`src/rtl/audio_clkgen_pkg.sv`:
```
package audio_clkgen_pkg;
  typedef enum logic {
    PATH_DIRECT = 1'b0,
    PATH_MCLK   = 1'b1
  } clk_path_e;
endpackage

```
`src/rtl/acg_linear_div.sv`:
```
module acg_linear_div #(
  parameter int DIV_W = 8,
  localparam int CNT_W = DIV_W + 1
) (
  input  logic             clk_i,
  input  logic             rst_ni,
  input  logic             active_i,
  input  logic [DIV_W-1:0] div_i,
  input  logic             odd_i,
  output logic             div_q_o,
  output logic             start_o,
  output logic             div_nxt_o
);
  logic [CNT_W-1:0] cnt_q, cnt_nxt, last_cnt, high_len;
  logic             run_q;

  always_comb begin
    last_cnt  = {div_i, odd_i} - CNT_W'(1);
    high_len  = {1'b0, div_i} + CNT_W'(odd_i);
    start_o   = active_i && (!run_q || (cnt_q == last_cnt));
    cnt_nxt   = start_o ? '0 : cnt_q + CNT_W'(1);
    div_nxt_o = active_i && (cnt_nxt < high_len);
  end

  always_ff @(posedge clk_i) begin
    if (!rst_ni || !active_i) begin
      cnt_q   <= '0;
      run_q   <= 1'b0;
      div_q_o <= 1'b0;
    end else begin
      cnt_q   <= cnt_nxt;
      run_q   <= 1'b1;
      div_q_o <= div_nxt_o;
    end
  end

  AST_PERIOD_OPENS_HIGH: assert property (@(posedge clk_i) disable iff (!rst_ni)
    start_o |=> div_q_o);
  AST_COUNT_IN_RANGE: assert property (@(posedge clk_i) disable iff (!rst_ni)
    (active_i && run_q) |-> (cnt_q <= last_cnt));
endmodule

```
`src/rtl/acg_bclk_stage.sv`:
```
module acg_bclk_stage
  import audio_clkgen_pkg::*;
#(
  parameter int SHORT_CH = 16,
  parameter int LONG_CH  = 32,
  parameter int MCLK_FS  = 256,
  localparam int K_SHORT = MCLK_FS / (2 * SHORT_CH),
  localparam int K_LONG  = MCLK_FS / (2 * LONG_CH),
  localparam int PC_W    = (K_SHORT > 2) ? $clog2(K_SHORT) : 1
) (
  input  logic      clk_i,
  input  logic      rst_ni,
  input  logic      active_i,
  input  clk_path_e path_i,
  input  logic      long_i,
  input  logic      div_start_i,
  input  logic      div_nxt_i,
  input  logic      div_q_i,
  output logic      bclk_o,
  output logic      fall_o
);
  logic [PC_W-1:0] pcnt_q, pcnt_nxt, k_last, k_half;
  logic            run_q, bclk_nxt;

  always_comb begin
    k_last = long_i ? PC_W'(K_LONG - 1) : PC_W'(K_SHORT - 1);
    k_half = long_i ? PC_W'(K_LONG / 2) : PC_W'(K_SHORT / 2);
    if (!run_q)
      pcnt_nxt = '0;
    else if (div_start_i)
      pcnt_nxt = (pcnt_q == k_last) ? '0 : pcnt_q + PC_W'(1);
    else
      pcnt_nxt = pcnt_q;
    if (!active_i)
      bclk_nxt = 1'b0;
    else if (path_i == PATH_MCLK)
      bclk_nxt = (pcnt_nxt < k_half);
    else
      bclk_nxt = div_nxt_i;
    fall_o = active_i && bclk_o && !bclk_nxt;
  end

  always_ff @(posedge clk_i) begin
    if (!rst_ni || !active_i) begin
      pcnt_q <= '0;
      run_q  <= 1'b0;
      bclk_o <= 1'b0;
    end else begin
      pcnt_q <= pcnt_nxt;
      run_q  <= 1'b1;
      bclk_o <= bclk_nxt;
    end
  end

  AST_BCLK_ON_MCLK_RISE: assert property (@(posedge clk_i) disable iff (!rst_ni)
    ($past(active_i) && path_i == PATH_MCLK && !$stable(bclk_o)) |-> $rose(div_q_i));
endmodule

```
`src/rtl/acg_frame_stage.sv`:
```
module acg_frame_stage #(
  parameter int SHORT_CH = 16,
  parameter int LONG_CH  = 32,
  localparam int SLOT_W  = $clog2(2 * LONG_CH)
) (
  input  logic clk_i,
  input  logic rst_ni,
  input  logic active_i,
  input  logic long_i,
  input  logic fall_i,
  output logic ws_o,
  output logic strobe_o
);
  logic [SLOT_W-1:0] slot_q, slot_nxt, slot_last, ws_from;

  always_comb begin
    slot_last = long_i ? SLOT_W'(2 * LONG_CH - 1) : SLOT_W'(2 * SHORT_CH - 1);
    ws_from   = long_i ? SLOT_W'(LONG_CH - 1) : SLOT_W'(SHORT_CH - 1);
    slot_nxt  = ((slot_q == slot_last) || (slot_q == '1)) ? '0 : slot_q + SLOT_W'(1);
  end

  always_ff @(posedge clk_i) begin
    if (!rst_ni || !active_i) begin
      slot_q   <= '1;
      ws_o     <= 1'b0;
      strobe_o <= 1'b0;
    end else if (fall_i) begin
      slot_q   <= slot_nxt;
      ws_o     <= (slot_nxt >= ws_from) && (slot_nxt != slot_last);
      strobe_o <= (slot_nxt == '0);
    end else begin
      strobe_o <= 1'b0;
    end
  end

  AST_STROBE_IN_LEFT: assert property (@(posedge clk_i) disable iff (!rst_ni)
    strobe_o |-> !ws_o);
  AST_STROBE_SINGLE: assert property (@(posedge clk_i) disable iff (!rst_ni)
    strobe_o |=> !strobe_o);
endmodule

```
`src/rtl/audio_clkgen.sv`:
```
module audio_clkgen
  import audio_clkgen_pkg::*;
#(
  parameter int DIV_W    = 8,
  parameter int SHORT_CH = 16,
  parameter int LONG_CH  = 32,
  parameter int MCLK_FS  = 256,
  localparam int MIN_DIV = 2
) (
  input  logic             clk_i,
  input  logic             rst_ni,
  input  logic             run_i,
  input  logic [DIV_W-1:0] div_i,
  input  logic             odd_i,
  input  logic             mclk_en_i,
  input  logic             long_ch_i,
  output logic             mclk_o,
  output logic             bclk_o,
  output logic             ws_o,
  output logic             strobe_o,
  output logic             cfg_err_o
);
  logic [DIV_W-1:0] div_cfg;
  logic             odd_cfg, long_cfg;
  clk_path_e        path_cfg;
  logic             bad_cfg, active;
  logic             div_q, div_start, div_nxt, bclk_fall;

  always_ff @(posedge clk_i) begin
    if (!rst_ni) begin
      div_cfg  <= '0;
      odd_cfg  <= 1'b0;
      long_cfg <= 1'b0;
      path_cfg <= PATH_DIRECT;
    end else if (!run_i) begin
      div_cfg  <= div_i;
      odd_cfg  <= odd_i;
      long_cfg <= long_ch_i;
      path_cfg <= mclk_en_i ? PATH_MCLK : PATH_DIRECT;
    end
  end

  always_comb begin
    bad_cfg   = (div_cfg < DIV_W'(MIN_DIV));
    active    = run_i && !bad_cfg;
    cfg_err_o = run_i && bad_cfg;
    mclk_o    = div_q && (path_cfg == PATH_MCLK);
  end

  acg_linear_div #(.DIV_W(DIV_W)) u_div (
    .clk_i     (clk_i),
    .rst_ni    (rst_ni),
    .active_i  (active),
    .div_i     (div_cfg),
    .odd_i     (odd_cfg),
    .div_q_o   (div_q),
    .start_o   (div_start),
    .div_nxt_o (div_nxt)
  );

  acg_bclk_stage #(.SHORT_CH(SHORT_CH), .LONG_CH(LONG_CH), .MCLK_FS(MCLK_FS)) u_bclk (
    .clk_i       (clk_i),
    .rst_ni      (rst_ni),
    .active_i    (active),
    .path_i      (path_cfg),
    .long_i      (long_cfg),
    .div_start_i (div_start),
    .div_nxt_i   (div_nxt),
    .div_q_i     (div_q),
    .bclk_o      (bclk_o),
    .fall_o      (bclk_fall)
  );

  acg_frame_stage #(.SHORT_CH(SHORT_CH), .LONG_CH(LONG_CH)) u_frame (
    .clk_i    (clk_i),
    .rst_ni   (rst_ni),
    .active_i (active),
    .long_i   (long_cfg),
    .fall_i   (bclk_fall),
    .ws_o     (ws_o),
    .strobe_o (strobe_o)
  );

  AST_CFG_FROZEN: assert property (@(posedge clk_i) disable iff (!rst_ni)
    $past(run_i) |-> ($stable(div_cfg) && $stable(odd_cfg) && $stable(long_cfg) && $stable(path_cfg)));
  AST_IDLE_QUIET: assert property (@(posedge clk_i) disable iff (!rst_ni)
    !active |=> (!bclk_o && !ws_o && !strobe_o && !mclk_o));
  AST_ERR_QUIET: assert property (@(posedge clk_i) disable iff (!rst_ni)
    cfg_err_o |-> (!bclk_o && !mclk_o));
  AST_WS_ON_BCLK_FALL: assert property (@(posedge clk_i) disable iff (!rst_ni)
    ($past(active) && !$stable(ws_o)) |-> $fell(bclk_o));
  AST_STROBE_ON_BCLK_FALL: assert property (@(posedge clk_i) disable iff (!rst_ni)
    strobe_o |-> $fell(bclk_o));
endmodule

```
`config.mk`:
```
export PLATFORM = sky130hd
export DESIGN_NAME = audio_clkgen
export DESIGN_NICKNAME = d
export VERILOG_FILES = /design/src/rtl/audio_clkgen_pkg.sv /design/src/rtl/acg_linear_div.sv /design/src/rtl/acg_bclk_stage.sv /design/src/rtl/acg_frame_stage.sv /design/src/rtl/audio_clkgen.sv
export SDC_FILE = /design/constraint.sdc
export NUM_CORES = 1
export LEC_CHECK = 0
export BUFFER_PORTS_ARGS = -buffer_cell sky130_fd_sc_hd__buf_2
export CAP_MARGIN = 10
export CORE_ASPECT_RATIO = 0.5
export CORE_UTILIZATION = 60
export CTS_CLUSTER_SIZE = 12
export DETAILED_ROUTE_END_ITERATION = 10
export PLACE_DENSITY = 0.77
export SYNTH_ARGS = -nofsm -noshare
export SYNTH_HDL_FRONTEND = slang
export SYNTH_SLANG_ARGS = --single-unit
```
`constraint.sdc`:
```
create_clock -name clk_i -period 4.5 [get_ports clk_i]
set_input_delay 0.9 -clock clk_i [delete_from_list [all_inputs] [get_ports clk_i]]
set_output_delay 0.9 -clock clk_i [all_outputs]
set_load 0.1 [all_outputs]
```
; ---- After elaboration in Yosys (flattened, before gate mapping)
; Cells that the tools add are included.
[op_classes]
add_sub_neg = 5
magnitude_cmp = 4
mux = 13
n_reduce_logical = 18
bitwise_logic = 1
n_eq_ne = 5
[ops]
columns = operator, count
row1 = 3-bit two-way mux, 5
row2 = 6-bit two-way mux, 2
row3 = 8-bit by 1-bit adder with 9-bit output, 1
row4 = 9-bit by 1-bit adder with 9-bit output (second input constant), 1
row5 = 9-bit equality test, 1
row6 = 9-bit < comparator, 1
row7 = 9-bit two-way mux, 1
row8 = 9-bit by 1-bit subtractor with 9-bit output (second input constant), 1
row9 = 1-bit logical AND, 8
row10 = 8-bit by 2-bit < comparator with 1-bit output (second input constant), 1
row11 = 6-bit by 1-bit adder with 6-bit output (second input constant), 1
row12 = 6-bit equality test, 1
row13 = 6-bit equality test (second input constant), 1
row14 = 6-bit greater-or-equal comparator, 1
row15 = 6-bit zero test, 1
row16 = 6-bit inequality test, 1
row17 = 1-bit zero test, 5
row18 = 5-bit two-way mux, 1
row19 = 1-bit two-way mux, 4
row20 = 3-bit by 1-bit adder with 3-bit output (second input constant), 1
row21 = 3-bit equality test, 1
row22 = 1-bit logical OR, 3
row23 = 3-bit < comparator, 1
row24 = 2-bit OR reduction, 1
row25 = 1-bit NOT, 1
[word_totals]
wordCells = 58
out_inout_bits = 5
in_bits = 14
ff_bits = 34

; ---- Depth between registers and ports, before layout
[logic_depth]
word_depth = 13
mapped_depth = 18
mapped_depth_nobuf = 16

; ---- Modules after synthesis
; Synthesis repeated with hierarchy kept, for this count alone.
[hier_totals]
cells_unflattened = 274
area_unflattened_um2 = 2389.8
[by_module_without_submodules]
columns = mod, cells_per_inst, instances, area_per_inst_um2, seq_area_each_um2
row1 = acg_linear_div, 146, 1, 1148.6, 220.2
row2 = acg_frame_stage, 60, 1, 523.0, 160.2
row3 = audio_clkgen, 41, 1, 465.4, 220.2
row4 = acg_bclk_stage, 27, 1, 252.7, 100.1

; ---- Worst setup path after synthesis
; No wires, ideal clock.
[synth_timing]
kind = register -> register
start = register odd_cfg
end = register u_frame.slot_q[1]
setup_time_ns = 0.132
period_less_slack_ns = 3.734
slack_ns = 0.766
path_stages_with_launch = 17
arrival_ns = 3.602
n_path_buf = 1
path_cell_list = dfxtp_1 inv_1 ha_1 xnor2_1 nor4_1 a21boi_1 nor3_2 clkbuf_1 nor2_1 ha_1 nand4_1 nor3_1 a211oi_1 a21oi_1 or4b_4 a21boi_2 o21ai_1
[synth_between]
elab_chain_cells = 11
word_cells_on_any_way = 15
classes_between = add/sub: 2 / order compare: 2 / eq/ne: 1 / mux: 5 / reduce/logical: 5
[synth_lines]
columns = item, line
row1 = "start, declared", audio_clkgen.sv:24  ; logic odd_cfg, long_cfg;
row2 = "start signal, assigned", audio_clkgen.sv:37  ; odd_cfg <= odd_i;
row3 = 9-bit by 1-bit subtractor with 9-bit output, acg_linear_div.sv:18  ; last_cnt = {div_i, odd_i} - CNT_W'(1);
row4 = 9-bit equality test, acg_linear_div.sv:20  ; start_o = active_i && (!run_q || (cnt_q == last_cnt));
row5 = 1-bit logical OR, acg_linear_div.sv:20
row6 = 1-bit logical AND, acg_linear_div.sv:20
row7 = 9-bit two-way mux, acg_linear_div.sv:21  ; cnt_nxt = start_o ? '0 : cnt_q + CNT_W'(1);
row8 = via u_div.cnt_nxt[6], acg_linear_div.sv:14  ; logic [CNT_W-1:0] cnt_q, cnt_nxt, last_cnt, high_len;
row9 = 9-bit < comparator, acg_linear_div.sv:22  ; div_nxt_o = active_i && (cnt_nxt < high_len);
row10 = 1-bit logical AND, acg_linear_div.sv:22
row11 = 1-bit two-way mux, acg_bclk_stage.sv:36  ; else if (path_i == PATH_MCLK)
row12 = 1-bit two-way mux, acg_bclk_stage.sv:34  ; if (!active_i)
row13 = 1-bit zero test, acg_bclk_stage.sv:40  ; fall_o = active_i && bclk_o && !bclk_nxt;
row14 = 1-bit logical AND, acg_bclk_stage.sv:40
row15 = "end signal, assigned", acg_frame_stage.sv:28  ; slot_q <= slot_nxt;
row16 = "end, declared", acg_frame_stage.sv:14  ; logic [SLOT_W-1:0] slot_q, slot_nxt, slot_last, ws_from;
; The timed path passes the listed nets, and every way through them passes these cells.
; A chain may end at the register's enable or synchronous reset.

; ---- Worst setup path in the final report
[layout_timing]
start = register div_cfg[2]
end = register u_frame.slot_q[1]
[layout_between]
elab_chain_cells = 11
word_cells_on_any_way = 21
classes_between = add/sub: 2 / order compare: 3 / eq/ne: 1 / mux: 5 / reduce/logical: 10
[layout_lines]
columns = item, line
row1 = "start, declared", audio_clkgen.sv:23  ; logic [DIV_W-1:0] div_cfg;
row2 = "start signal, assigned", audio_clkgen.sv:36  ; div_cfg <= div_i;
row3 = 9-bit by 1-bit subtractor with 9-bit output / 8-bit by 2-bit < comparator with 1-bit output (equally long branches), "acg_linear_div.sv:18, audio_clkgen.sv:44"
row4 = 9-bit equality test / 1-bit zero test (equally long branches), "acg_linear_div.sv:20, audio_clkgen.sv:45"
row5 = 1-bit logical OR / 1-bit logical AND (equally long branches), "acg_linear_div.sv:20, audio_clkgen.sv:45"
row6 = 1-bit logical AND *, acg_linear_div.sv:20
row7 = 9-bit two-way mux *, acg_linear_div.sv:21
row8 = via u_div.cnt_nxt[6], acg_linear_div.sv:14
row9 = 9-bit < comparator *, acg_linear_div.sv:22
row10 = 1-bit logical AND *, acg_linear_div.sv:22
row11 = 1-bit two-way mux *, acg_bclk_stage.sv:36
row12 = 1-bit two-way mux *, acg_bclk_stage.sv:34
row13 = 1-bit zero test *, acg_bclk_stage.sv:40
row14 = 1-bit logical AND *, acg_bclk_stage.sv:40
; Mark *: on every way through the listed nets, which the timed path passes. The rest lies on a longest branch.

==> flow_summary.toml <==
[timing]
fin_tns_setup_ns = 0
hold_violations = 0
fin_ws_ns = 0.349
finClkSkew_ns = 0.00344
slew_violations = 0
worst_slew_pin_slew_ns = 0.639
fmax_ghz = 0.241
rsz0062_at_grt = "false"
finalCriticalPeriod_ns = 4.15
setup_viol = 0
slew_headroom_pct = 57.4
fin_crit_sh_pct = 92.2

[detailed_routing]
drcViolationCount = 0
wirelength_mm = 4.98
viasPerCell = 5.86
drt-pass1-iter-count = 4
vias = 2017
wl_per_cell_um = 14.5
drtIter0Drc = 73
ant_nets = 0

[grt]
grt_max_degree = 21
grt_use_total_pct = 25.1
grt_pass1_vias = 1804
overflow = 0
grt_antenna_before_repair = 0
grt_first_pass_wirelength_mm = 8.15

[setup_path]
critical_path_class = "register to register"
crit_fanout = 20
critPathLaunchType = "register"
endpoint_kind = "register"
required_ns = 4.66
crit_arrival_ns = 4.31

[logic_synthesis]
synth_seq_cells = 34
synth_flop_cell = "dfxtp_1"
synth_common_cells = "34 x dfxtp_1, 18 x mux2i_1, 18 x nand3_1, 18 x nor2_1"
yosys_warnings = 0
synth_top_cell_by_area = "dfxtp_1"
synthArstFlopShare_pct = 0
ys_seq_area_share_pct = 28.2
syn_nets = 312
synth_top_area_share_pct = 28.2
yosysMostFrequentCell = "dfxtp_1"
syn-cell-area_um2 = 2410
synth_edf_count = 0
synth_area_leaders = "dfxtp_1 28%, ha_1 8.8%, mux2i_1 7.5%"
synth_cell_types = 54
synth.avg_cell_area_um2 = 8.58
syn_inst = 281

[placement]
dp_hpwl_mm = 3.81
placed_cells = 336
routabilityCongestion = 0.843
post-place-ws_ns = 0.423
numPortBuffers = 18

[floorplanning]
die_x_um = 91.7
initial_utilization_pct = 66.3
die_area_um2 = 4290
pin_count = 19
num_rows = 15
coreArea_um2 = 3640
die_y_um = 46.8

[clock_network]
cts_max_path_buffers = 2
root_buffer = "clkbuf_8"
h-tree-depth = 2
clock_sinks = 34
path_clk_slew_ns = 0.07
post_cts_hold_buffer_count = 0
cts-buffers-inserted = 5
tritoncts = "yes"
ctsResizeCount = 0
clock_latency_ns = 0.28
cts_setup_buffers = 0

[pwr]
power.density_nw_per_um2 = 267
ir_drop_mv = 0.173
power_leakage_nw = 1.10
fin_total_pwr_w = 0.000691

[finish]
final_nets = 323
final_cells = 344
final_core_utilization_pct = 71.1
syn2layout_area_growth_pct = 7.31
drive_gt1_share_pct = 14.3
num_antenna_cells = 0
n_fill_cell = 314

[run]
cap_viol_max_count = 0

[outcome]
status = "finished, final reports clean"

[worst_hold_path]
hold_class = "register to register"
==> cells in the final DEF, fill, tap and decap left out, types with 3 or more instances in the layout <==
| cell | count |
|---|---|
| nand4_1 | 4 |
| o21ai_1 | 3 |
| buf_2 | 18 |
| nor2b_1 | 13 |
| nor2_1 | 18 |
| o21ai_0 | 5 |
| and2_1 | 3 |
| clkbuf_8 | 6 |
| dfxtp_1 | 34 |
| and3_1 | 8 |
| a31oi_1 | 3 |
| a211oi_1 | 3 |
| ha_1 | 17 |
| nor3_1 | 13 |
| nand3_1 | 18 |
| xnor2_1 | 14 |
| mux2i_1 | 18 |
| xor2_1 | 13 |
| a21oi_1 | 11 |
| o211ai_1 | 4 |
| buf_4 | 3 |
| inv_1 | 9 |
| nand2_1 | 17 |
==> logic make-up after synthesis <==
kind of cell	count (synthesis)	share of synthesized area [%]
DFF	34	28.2
muxes	18	7.47
buffers and inverters	26	5.19
and+or+nand+nor	110	25.7
adders and majority gates	17	8.82
xor gates and xnor gates	27	9.80
AOI/OAI and AO/OA	49	14.8
==> through the flow <==
step	hold WS (ns)	instance area (µm²)
floorplan	0.490	2410
global placement	0.461	2500
detailed placement	0.454	2500
CTS	0.464	2590
global route	0.482	2590
finish	0.461	2590
==> sequential cells by signal (all words and copies together), names as in the netlist <==
signal / count
odd_cfg: 1
u_bclk.bclk_o: 1
path_cfg: 1
u_bclk.pcnt_q: 3
u_frame.ws_o: 1
u_bclk.run_q: 1
div_cfg: 8
u_frame.slot_q: 6
u_frame.strobe_o: 1
u_div.cnt_q: 9
u_div.div_q_o: 1
long_cfg: 1
==> critical path, stage by stage, from the launching register on <==
cell and delay, ns:
dfxtp_1 0.44, nor4_4 0.50, nand3_2 0.13, o41ai_2 0.25, o32ai_2 0.23, nor3_2 0.18
buf_4 0.27, nor2_1 0.08, ha_1 0.29, nand4_1 0.12, nor3_1 0.32, a211oi_1 0.15
a21oi_1 0.30, or4b_4 0.54, a21boi_2 0.16, o21ai_1 0.06
==> power by group <==
group | internal [W] | switching [W] | total (W)
combinational | 0.0000524 | 0.0000767 | 0.000129
clock | 0.000123 | 0.000111 | 0.000234
sequential | 0.000310 | 0.0000181 | 0.000328
total | 0.000486 | 0.000205 | 0.000691
==> path summary, 6_finish.rpt <==
path,slack (ns),end,start,cells after the start
min reg2reg,0.46,u_frame.ws_o,u_frame.ws_o,2
max,0.35,u_frame.slot_q[1],div_cfg[2],15
min,0.46,u_frame.ws_o,u_frame.ws_o,2
max reg2reg,0.35,u_frame.slot_q[1],div_cfg[2],15
==> metal layers <==
layer	global-route usage [%]	part of all wire [%]
met1	31.7	51
met2	44.5	45
met3	6.63	2.9
met4	6.35	0.88
met5	0	0
==> cell type report <==
| type | count | area [µm²] | share of cell area [%] |
|---|---|---|---|
| Inverter | 9 | 33.8 | 1.30 |
| Timing Repair Buffer | 21 | 113 | 4.35 |
| Tap cell | 51 | 63.8 | 2.46 |
| Clock buffer | 7 | 86.3 | 3.33 |
| Multi-Input combinational cell | 221 | 1610 | 62.1 |
| Sequential cell | 34 | 681 | 26.3 |
| Clock inverter | 1 | 5.00 | 0.193 |
Power figures use the tool's default switching activity.
